<file path="config.mk">
export PLATFORM = sky130hd
export DESIGN_NAME = port_terminal_router
export DESIGN_NICKNAME = d
export VERILOG_FILES = /design/src/rtl/ptr_pkg.sv /design/src/rtl/ptr_enable_gate.sv /design/src/rtl/ptr_sync_bank.sv /design/src/rtl/ptr_src_mux.sv /design/src/rtl/ptr_channel.sv /design/src/rtl/port_terminal_router.sv
export SDC_FILE = /design/constraint.sdc
export NUM_CORES = 1
export LEC_CHECK = 0
export ABC_AREA = 0
export BUFFER_PORTS_ARGS = -buffer_cell sky130_fd_sc_hd__buf_2
export CORE_MARGIN = 5
export CORE_UTILIZATION = 25
export DETAILED_ROUTE_END_ITERATION = 8
export GPL_TIMING_DRIVEN = 0
export PLACE_DENSITY = 0.42
export SETUP_SLACK_MARGIN = 0.05
export SLEW_MARGIN = 10
export SYNTH_ARGS = -nofsm -noshare
export SYNTH_HDL_FRONTEND = slang
export SYNTH_SLANG_ARGS = --single-unit
export TNS_END_PERCENT = 10
</file>
<file path="constraint.sdc">
create_clock -name clk -period 2.3 [get_ports clk]
set_input_delay 0.23 -clock clk [delete_from_list [all_inputs] [get_ports clk]]
set_output_delay 0.23 -clock clk [all_outputs]
set_load 0.1 [all_outputs]
</file>
<file path="src/rtl/ptr_pkg.sv">
package ptr_pkg;
  typedef enum logic [1:0] {
    DIR_PASS = 2'd0,
    DIR_IN   = 2'd1,
    DIR_OUT  = 2'd2,
    DIR_USED = 2'd3
  } dir_e;

  localparam logic [1:0] TRG_CODE_ZERO = 2'd0;
  localparam logic [1:0] TRG_CODE_ONE  = 2'd1;
  localparam logic [1:0] TRG_CODE_DU   = 2'd2;
endpackage

</file>
<file path="src/rtl/ptr_enable_gate.sv">
module ptr_enable_gate #(
  parameter int DLY_CLOCKED   = 2,
  parameter int DLY_CLOCKLESS = 3,
  localparam int MAXD = (DLY_CLOCKED > DLY_CLOCKLESS) ? DLY_CLOCKED : DLY_CLOCKLESS,
  localparam int CW   = $clog2(MAXD + 1)
) (
  input  logic clk,
  input  logic rst,
  input  logic en,
  input  logic clockless,
  output logic active
);
  logic [CW-1:0] cnt;
  logic [CW-1:0] target;

  assign target = clockless ? CW'(DLY_CLOCKLESS) : CW'(DLY_CLOCKED);

  always_ff @(posedge clk) begin
    if (rst || !en) begin
      cnt <= '0;
    end else if (cnt < target) begin
      cnt <= cnt + 1'b1;
    end
  end

  assign active = (cnt >= target);
endmodule

</file>
<file path="src/rtl/ptr_sync_bank.sv">
module ptr_sync_bank #(
  parameter int W      = 8,
  parameter int STAGES = 2
) (
  input  logic         clk,
  input  logic         rst,
  input  logic         en,
  input  logic [W-1:0] d,
  output logic [W-1:0] q
);
  logic [W-1:0] stg [STAGES];

  always_ff @(posedge clk) begin
    if (rst) begin
      for (int s = 0; s < STAGES; s++) stg[s] <= '0;
    end else if (en) begin
      stg[0] <= d;
      for (int s = 1; s < STAGES; s++) stg[s] <= stg[s-1];
    end
  end

  assign q = stg[STAGES-1];
endmodule

</file>
<file path="src/rtl/ptr_src_mux.sv">
module ptr_src_mux #(
  parameter int NCH        = 8,
  parameter int BASE       = 0,
  parameter bit DU_AT_ZERO = 1'b0,
  localparam int IW    = $clog2(NCH),
  localparam int SEL_W = IW + 1
) (
  input  logic [SEL_W-1:0] sel,
  input  logic [NCH-1:0]   cell_out,
  input  logic             du_out,
  input  logic [NCH-1:0]   chip_term,
  input  logic [NCH-1:0]   pin_term,
  output logic             y
);
  logic [IW-1:0] off;
  logic [IW-1:0] tidx;

  assign off  = sel[IW-1:0];
  assign tidx = IW'(BASE) + {1'b0, off[IW-2:0]};

  always_comb begin
    if (!sel[SEL_W-1]) begin
      if (DU_AT_ZERO && (off == '0)) y = du_out;
      else                           y = cell_out[off];
    end else if (!off[IW-1]) begin
      y = chip_term[tidx];
    end else begin
      y = pin_term[tidx];
    end
  end
endmodule

</file>
<file path="src/rtl/ptr_channel.sv">
module ptr_channel
  import ptr_pkg::*;
(
  input  logic       active,
  input  logic [1:0] cdir,
  input  logic [1:0] pdir,
  input  logic       chip_in,
  input  logic       pin_in,
  input  logic       cell_bit,
  output logic       chip_out,
  output logic       pin_out
);
  logic wire_through;

  assign wire_through = !active ||
                        ((dir_e'(cdir) == DIR_PASS) && (dir_e'(pdir) == DIR_PASS));

  always_comb begin
    if (wire_through) begin
      pin_out  = chip_in;
      chip_out = pin_in;
    end else begin
      pin_out  = (dir_e'(pdir) == DIR_OUT) ? cell_bit : 1'b0;
      chip_out = (dir_e'(cdir) == DIR_OUT) ? cell_bit : 1'b0;
    end
  end
endmodule

</file>
<file path="src/rtl/port_terminal_router.sv">
module port_terminal_router
  import ptr_pkg::*;
#(
  parameter int NCH           = 8,
  parameter int SYNC_STAGES   = 2,
  parameter int DLY_CLOCKED   = 2,
  parameter int DLY_CLOCKLESS = 3,
  localparam int IW    = $clog2(NCH),
  localparam int SEL_W = IW + 1,
  localparam int NIN   = 3,
  localparam int HALF  = NCH / 2
) (
  input  logic                     clk,
  input  logic                     rst,
  input  logic                     fab_en,
  input  logic                     clockless,
  input  logic [2*NCH-1:0]         chip_dir,
  input  logic [2*NCH-1:0]         pin_dir,
  input  logic [NCH-1:0]           chip_sync,
  input  logic [NCH-1:0]           pin_sync,
  input  logic [NCH*NIN*SEL_W-1:0] cell_sel,
  input  logic [NIN*SEL_W-1:0]     trig_sel,
  input  logic [NCH-1:0]           chip_in,
  input  logic [NCH-1:0]           pin_in,
  input  logic [NCH-1:0]           cell_out,
  input  logic                     du_out,
  output logic [NCH-1:0]           chip_out,
  output logic [NCH-1:0]           pin_out,
  output logic [NCH*NIN-1:0]       cell_in,
  output logic [NIN-1:0]           du_trig,
  output logic                     fab_active
);
  logic [NCH-1:0] chip_s, pin_s;
  logic [NCH-1:0] chip_term, pin_term;

  ptr_enable_gate #(
    .DLY_CLOCKED(DLY_CLOCKED), .DLY_CLOCKLESS(DLY_CLOCKLESS)
  ) u_gate (
    .clk(clk), .rst(rst), .en(fab_en), .clockless(clockless), .active(fab_active)
  );

  ptr_sync_bank #(.W(NCH), .STAGES(SYNC_STAGES)) u_sync_chip (
    .clk(clk), .rst(rst), .en(fab_en), .d(chip_in), .q(chip_s)
  );

  ptr_sync_bank #(.W(NCH), .STAGES(SYNC_STAGES)) u_sync_pin (
    .clk(clk), .rst(rst), .en(fab_en), .d(pin_in), .q(pin_s)
  );

  for (genvar n = 0; n < NCH; n++) begin : g_ch
    logic use_sync_c, use_sync_p;
    assign use_sync_c = chip_sync[n] && !clockless;
    assign use_sync_p = pin_sync[n]  && !clockless;
    assign chip_term[n] = (dir_e'(chip_dir[2*n +: 2]) == DIR_IN) &&
                          (use_sync_c ? chip_s[n] : chip_in[n]);
    assign pin_term[n]  = (dir_e'(pin_dir[2*n +: 2]) == DIR_IN) &&
                          (use_sync_p ? pin_s[n] : pin_in[n]);

    ptr_channel u_chan (
      .active(fab_active),
      .cdir(chip_dir[2*n +: 2]), .pdir(pin_dir[2*n +: 2]),
      .chip_in(chip_in[n]), .pin_in(pin_in[n]), .cell_bit(cell_out[n]),
      .chip_out(chip_out[n]), .pin_out(pin_out[n])
    );
  end

  for (genvar c = 0; c < NCH; c++) begin : g_cell
    for (genvar i = 0; i < NIN; i++) begin : g_in
      ptr_src_mux #(
        .NCH(NCH),
        .BASE((c < HALF) ? 0 : HALF),
        .DU_AT_ZERO((c == 0) && (i == 0))
      ) u_mux (
        .sel(cell_sel[SEL_W*(NIN*c+i) +: SEL_W]),
        .cell_out(cell_out), .du_out(du_out),
        .chip_term(chip_term), .pin_term(pin_term),
        .y(cell_in[NIN*c+i])
      );
    end
  end

  for (genvar t = 0; t < NIN; t++) begin : g_trig
    logic [SEL_W-1:0] ts;
    assign ts = trig_sel[SEL_W*t +: SEL_W];
    always_comb begin
      if (ts[SEL_W-1])                              du_trig[t] = cell_out[ts[IW-1:0]];
      else if (ts == SEL_W'(TRG_CODE_ONE))          du_trig[t] = 1'b1;
      else if (ts == SEL_W'(TRG_CODE_DU))           du_trig[t] = du_out;
      else                                          du_trig[t] = 1'b0;
    end
  end
endmodule

</file>
==> impl_metrics.tcl, run 1 <==
set metrics [dict create \
    status "finished, violations left" \
    violations "negative setup slack" \
    htreeDepth 2 \
    grt_usage_pct 17.9 \
    place_hpwl_microns 19300 \
    ant_nets 0 \
    post_drt_wl_per_cell_microns 21.2 \
    ys.flop_type "edfxtp_1" \
    powerDensity_nw_per_um2 417 \
    drv_cap 0 \
    timing.hold.ws_ns 0.255 \
    crit_arrival_ns 2.28 \
    post-route-period-util_pct 109 \
    yosysWarnings 0 \
    io-pin-count 229 \
    hold_path_depth 2 \
    antenna_found_initial 7 \
    synth_top_area_share_pct 21.2 \
    synth_area_leaders "mux4_2 (21%), edfxtp_1 (16%), mux2i_1 (5.5%)" \
    hp-start "pin_in[4]" \
    drt_iter0_markers 391 \
    vias 6546 \
    hold_viol_final 0 \
    ys_types 45 \
    slowest_stage "mux4_2" \
    avgSynthCellArea_sq_um 8.67 \
    fin_skew_ns 0.00728 \
    syn_nets 897 \
    place_congestion 0.799 \
    yosysTopAreaCell "mux4_2" \
    async_flop_share_pct 0 \
    maxSlewHeadroom_pct 47.6 \
    fmax_ghz 0.399 \
    synth_edf_count 32 \
    most-common-layout-cells "buf_2 (140), nand2_1 (64), nor2_1 (63)" \
    crit_fanout 4 \
    cts_buffers 5 \
    min_period_ns 2.51 \
    worst-path-buf-inv 3 \
    grt_remaining_overflow 0 \
    placed_cells 1214 \
    cts-root-buf "clkbuf_16" \
    reg2reg_to "u_gate.cnt[0]" \
    timing.final.ws_setup_ns -0.206 \
    drcViolationCount 0 \
    syn_to_final_growth_pct 46.5 \
    clk_path_buf_depth 2 \
    final_common_cell "buf_2" \
    crit_type "reg2out" \
    path_clk_slew_ns 0.06 \
    slew_violations 0 \
    r2r-start "u_gate.cnt[0]" \
    tritoncts "done" \
    clk_latency_ns 0.28 \
    ys_seq_elements 34 \
    p_leak_nw 3.75 \
    vdd_drop_max_v 0.000415 \
    r2r_slack_ns 1.22 \
    cp.required_ns 2.07 \
    num_rows 57 \
    fp.dieW_microns 167 \
    grt_pass1_vias 6614 \
    syn_inst 711 \
    setup_viol 24 \
    firstDrtPassIters 5 \
    numClockSinks 34 \
    layout-drive-gt1-share_pct 44.3 \
    endpoint_kind "output pin" \
    crit_cells 8 \
    io_buffers 179 \
    grt_max_degree 33 \
    dp_worst_setup_slack_ns -0.965 \
    rsz0062_at_grt "yes" \
    hold_path.class "in2reg" \
    dpl_cell_area_sq_um 7480 \
    cp_slowest_stage_delay_ns 0.46 \
    cp-start-kind "flip-flop" \
    die_y_microns 167 \
    fin_nets 1106 \
    p_total_mw 3.77 \
    layoutNonFillerInstCount 1246 \
    path_cells "mux2_4 -> nand3b_1 -> buf_6 -> o22a_1 -> mux4_2 -> a21oi_2 -> buf_4 -> buf_12" \
    tightestPinTransition_ns 0.786 \
    avgViaCountPerCell 5.25 \
    grt_pass1_wl_microns 39500 \
    start_util_pct 25.4 \
    hold_end "u_sync_pin.stg[0][4]" \
    synth_seq_area_share_pct 16.2 \
    crit_start "u_sync_chip.stg[0][10]" \
    path_delay_family "multiplexers" \
    wl_microns 26400 \
    ff2ff_path_depth 5 \
    finalInstanceArea_sq_um 9030 \
    syn-cell-area_sq_um 6170 \
    die_area_sq_um 27900 \
    core_area_sq_um 24300 \
]
## worst reg2reg max path: stages, from the launching register on
cell,delay [ns]
dfxtp_2,0.33
inv_1,0.05
ha_2,0.17
inv_1,0.08
and3_1,0.19
o21a_1,0.16
## how the worst max path moves through the flow
stage,slack (ns),endpoint
5_1_grt,-0.29,cell_in[0]
3_3_place_gp,-1.06,cell_in[12]
2_1_floorplan,0.10,chip_out[0]
6_report,-0.21,cell_in[0]
3_5_place_dp,-0.96,cell_in[12]
4_1_cts,-0.21,cell_in[0]
## synth_stat cells, drive strengths merged (20+ instances only)
| cell type | count |
|---|---|
| clkbuf | 68 |
| nand2 | 64 |
| nor2 | 63 |
| buf | 60 |
| mux4 | 58 |
| inv | 34 |
| mux2i | 34 |
| and2 | 32 |
| edfxtp | 32 |
| mux2 | 25 |
| nand2b | 24 |
| o2111ai | 20 |
## power by group
| part | internal (mW) | switching [mW] | leakage (nW) |
|---|---|---|---|
| clock network | 0.507 | 0.261 | 0.0836 |
| registers | 0.725 | 0.0119 | 0.366 |
| logic | 0.943 | 1.32 | 3.30 |
## cell families (layout without fill, tap and decap cells)
| group | Yosys count | count (layout) | synth area share (%) |
|---|---|---|---|
| simple gates | 239 | 239 | 19.1 |
| buf+inv | 163 | 373 | 12.7 |
| compound gates | 157 | 157 | 20.6 |
| mux | 117 | 117 | 31.3 |
| flops | 34 | 34 | 16.2 |
| fa+ha+maj | 1 | 1 | 0.203 |
| other cells | 0 | 1 | 0 |
## per-layer routing
metal / wire length (microns) / GRT usage [%] / part of all wire [%]
met3: 1710 / 3.84 / 6.5
met1: 11600 / 24.2 / 44
met4: 363 / 3.56 / 1.4
met2: 12700 / 29.7 / 48
met5: 63 / 0 / 0.24
## timing repair
item                                    CTS  global route
endpoints found under the setup margin   41            40
cloned                                    7             0
hold buffers                              0             0
buffers inserted                         17             0
resized for setup                       240            39
pin swaps                                35            16
## registers in the layout, summed over array words and instances (netlist names)
signal,count
u_sync_chip.stg,16
u_gate.cnt,2
u_sync_pin.stg,16
## area by class of cell
type                            count  area, sq um
Inverter                           35          136
Clock inverter                      3         40.0
Sequential cell                    34         1000
Multi-Input combinational cell    514         4810
Tap cell                          324          405
Clock buffer                        5          125
Timing Repair Buffer              203         1720
Antenna cell                        1         2.50
Buffer                            127          793
Fill cell                        2533        15300
## metrics by stage
stage	setup TNS (ns)	util (%)
after detailed placement	-26.15	30.7
after global routing	-5.02	37.2
final	-2.47	37.2
after floorplan	0	-
after CTS	-2.83	36.2
after global placement	-26.97	30.7
Note: power is estimated with default switching activity, not from simulation.
==> run 2: changes to the inputs <==
--- a/config.mk
+++ b/config.mk
@@ -7,13 +7,12 @@
 export LEC_CHECK = 0
 export ABC_AREA = 0
 export BUFFER_PORTS_ARGS = -buffer_cell sky130_fd_sc_hd__buf_2
-export CORE_MARGIN = 5
+export CORE_MARGIN = 4
 export CORE_UTILIZATION = 25
 export DETAILED_ROUTE_END_ITERATION = 8
 export GPL_TIMING_DRIVEN = 0
 export PLACE_DENSITY = 0.42
-export SETUP_SLACK_MARGIN = 0.05
-export SLEW_MARGIN = 10
+export SETUP_SLACK_MARGIN = 0.3
 export SYNTH_ARGS = -nofsm -noshare
 export SYNTH_HDL_FRONTEND = slang
 export SYNTH_SLANG_ARGS = --single-unit
==> run 2 against run 1 <==
The flow still finishes with violations (negative setup slack); combinational power increased by 2%; sequential share of layout area decreased by 0.15 points; core utilization increased by 0.52 points; sequential power about the same; via count increased by 0.38%; clock power about the same; routed wire length about the same; fmax increased by 1.6%; count of clock-buffer cells in the layout increased by 1; first-iteration DRC count decreased by 14%.
==> impl_metrics.tcl, run 2 (synthesized netlist as in run 1, its figures left out) <==
set metrics [dict create \
    status "finished, violations left" \
    path_cells "bufbuf_16 -> nand2b_4 -> mux2_4 -> nand3b_1 -> buf_6 -> mux2_4 -> mux4_2 -> a21oi_2 -> buf_6 -> buf_12" \
    reg.largest.list "u_sync_chip.stg x16, u_sync_pin.stg x16, u_gate.cnt x2" \
    syn_to_final_growth_pct 48.5 \
    vdd_drop_max_v 0.000397 \
    numClockSinks 34 \
    seq_area_sq_um 1000 \
    grt_max_degree 33 \
    hold_path_depth 2 \
    cp_slowest_stage_delay_ns 0.48 \
    drt_iter0_markers 336 \
    post_drt_wl_per_cell_microns 21.2 \
    ff2ff_path_depth 5 \
    hold_path.class "in2reg" \
    place_congestion 0.806 \
    n_antenna_cell 0 \
    clock_power_share_pct 20.1 \
    crit_fanout 4 \
    avgViaCountPerCell 5.26 \
    firstDrtPassIters 5 \
    slowest_stage "mux4_2" \
    swShare_pct 42.1 \
    power_switching_mw 1.61 \
    ant_nets 0 \
    cts-root-buf "clkbuf_16" \
    fin_nets 1110 \
    grt_remaining_overflow 0 \
    drv_cap 0 \
    reg2reg_to "u_gate.cnt[0]" \
    dp_worst_setup_slack_ns -0.899 \
    slew_violations 0 \
    maxSlewHeadroom_pct 49.1 \
    place_hpwl_microns 19300 \
    crit_arrival_ns 2.24 \
    grt_pass1_wl_microns 38600 \
    clk_latency_ns 0.28 \
    most-common-layout-cells "buf_2 (138), nand2_1 (64), nor2_1 (62)" \
    holdBufCountCts 0 \
    p_comb_share_pct 60.6 \
    clk_path_buf_depth 2 \
    p_leak_nw 3.81 \
    grt_usage_pct 18.4 \
    grt_pass1_vias 6435 \
    hold_viol_final 0 \
    tightestPinTransition_ns 0.763 \
    cp-start-kind "primary input" \
    num_rows 57 \
    io-pin-count 229 \
    powerDensity_nw_per_um2 417 \
    path_delay_family "multiplexers" \
    fin_skew_ns 0.00512 \
    r2r-start "u_gate.cnt[0]" \
    violations "negative setup slack" \
    htreeDepth 2 \
    layout-drive-gt1-share_pct 46.6 \
    num-fill-cells 2516 \
    endpoint_kind "output pin" \
    crit_type "in2out" \
    timing.final.ws_setup_ns -0.167 \
    tritoncts "done" \
    die_area_sq_um 27200 \
    min_period_ns 2.47 \
    post-route-period-util_pct 107 \
    cp.required_ns 2.07 \
    setup_viol 21 \
    multi_input_area_sq_um 4890 \
    path_clk_slew_ns 0.05 \
    start_util_pct 25.4 \
    p_seq_share_pct 19.3 \
    drcViolationCount 0 \
    fmax_ghz 0.405 \
    core_area_sq_um 24300 \
    cts_buffers 5 \
    fp.dieW_microns 165 \
    vias 6571 \
    antenna_found_initial 4 \
    io_buffers 179 \
    hold_end "u_sync_pin.stg[0][4]" \
    r2r_slack_ns 1.21 \
    final_common_cell "buf_2" \
    die_y_microns 165 \
    worst-path-buf-inv 4 \
    hp-start "pin_in[4]" \
    timing.hold.ws_ns 0.262 \
    rsz0062_at_grt "yes" \
    wl_microns 26400 \
    p_int_mw 2.21 \
]
## run 2: cell type report
| class | instances | share of cell area (%) |
|---|---|---|
| Tap cell | 324 | 4.43 |
| Timing Repair Buffer | 206 | 18.5 |
| Clock buffer | 6 | 1.41 |
| Multi-Input combinational cell | 514 | 53.4 |
| Clock inverter | 2 | 0.410 |
| Inverter | 35 | 1.57 |
| Sequential cell | 34 | 10.9 |
| Buffer | 128 | 9.30 |
## run 2: power by group through the flow
stage	Sequential (mW)	Clock, mW	Combinational [mW]
5_1_grt	0.743	0.802	2.44
6_report	0.739	0.768	2.32
3_5_place_dp	0.748	0	1.88
4_1_cts	0.739	0.776	2.29
2_1_floorplan	0.744	0	1.41
3_3_place_gp	0.748	0	1.88
## run 2: per-layer routing
| layer | global-route usage (%) | up-vias | wire length, microns |
|---|---|---|---|
| met5 | 0 | - | 46 |
| li1 | - | 3091 | - |
| met4 | 2.65 | 8 | 255 |
| met3 | 2.98 | 32 | 1610 |
| met1 | 25.3 | 3212 | 11700 |
| met2 | 31.2 | 228 | 12800 |
## run 2: per-stage QoR
stage	instances	TNS, ns	area, sq um	utilization, %	total power [mW]
after floorplan	711	0	6270	-	2.16
after global placement	1214	-21.75	7570	31.1	2.63
after detailed placement	1214	-21.41	7570	31.1	2.63
after CTS	1249	-2.90	8990	37.0	3.80
after global routing	1249	-4.94	9160	37.7	3.99
final	1249	-1.92	9160	37.7	3.82
## run 2: timing repair
action	in CTS	in global routing
resized for setup	252	33
pin swaps	51	23
endpoints found under the setup margin	44	41
buffers inserted	19	0
gates cloned	8	0
## run 2: how the worst max path moves through the flow
stage              start           to  cells after the start
2_1_floorplan  clockless   cell_in[0]                      9
3_3_place_gp   clockless  cell_in[17]                     10
3_5_place_dp   clockless  cell_in[12]                     10
4_1_cts        clockless  cell_in[19]                     10
5_1_grt        clockless   cell_in[1]                     11
6_report       clockless  cell_in[19]                     10
## run 2: worst register-to-register path: stages (launching register included)
cell and delay (ns):
dfxtp_2 0.35, inv_1 0.05, ha_1 0.19, inv_1 0.13
a21oi_1 0.09, o21a_1 0.18
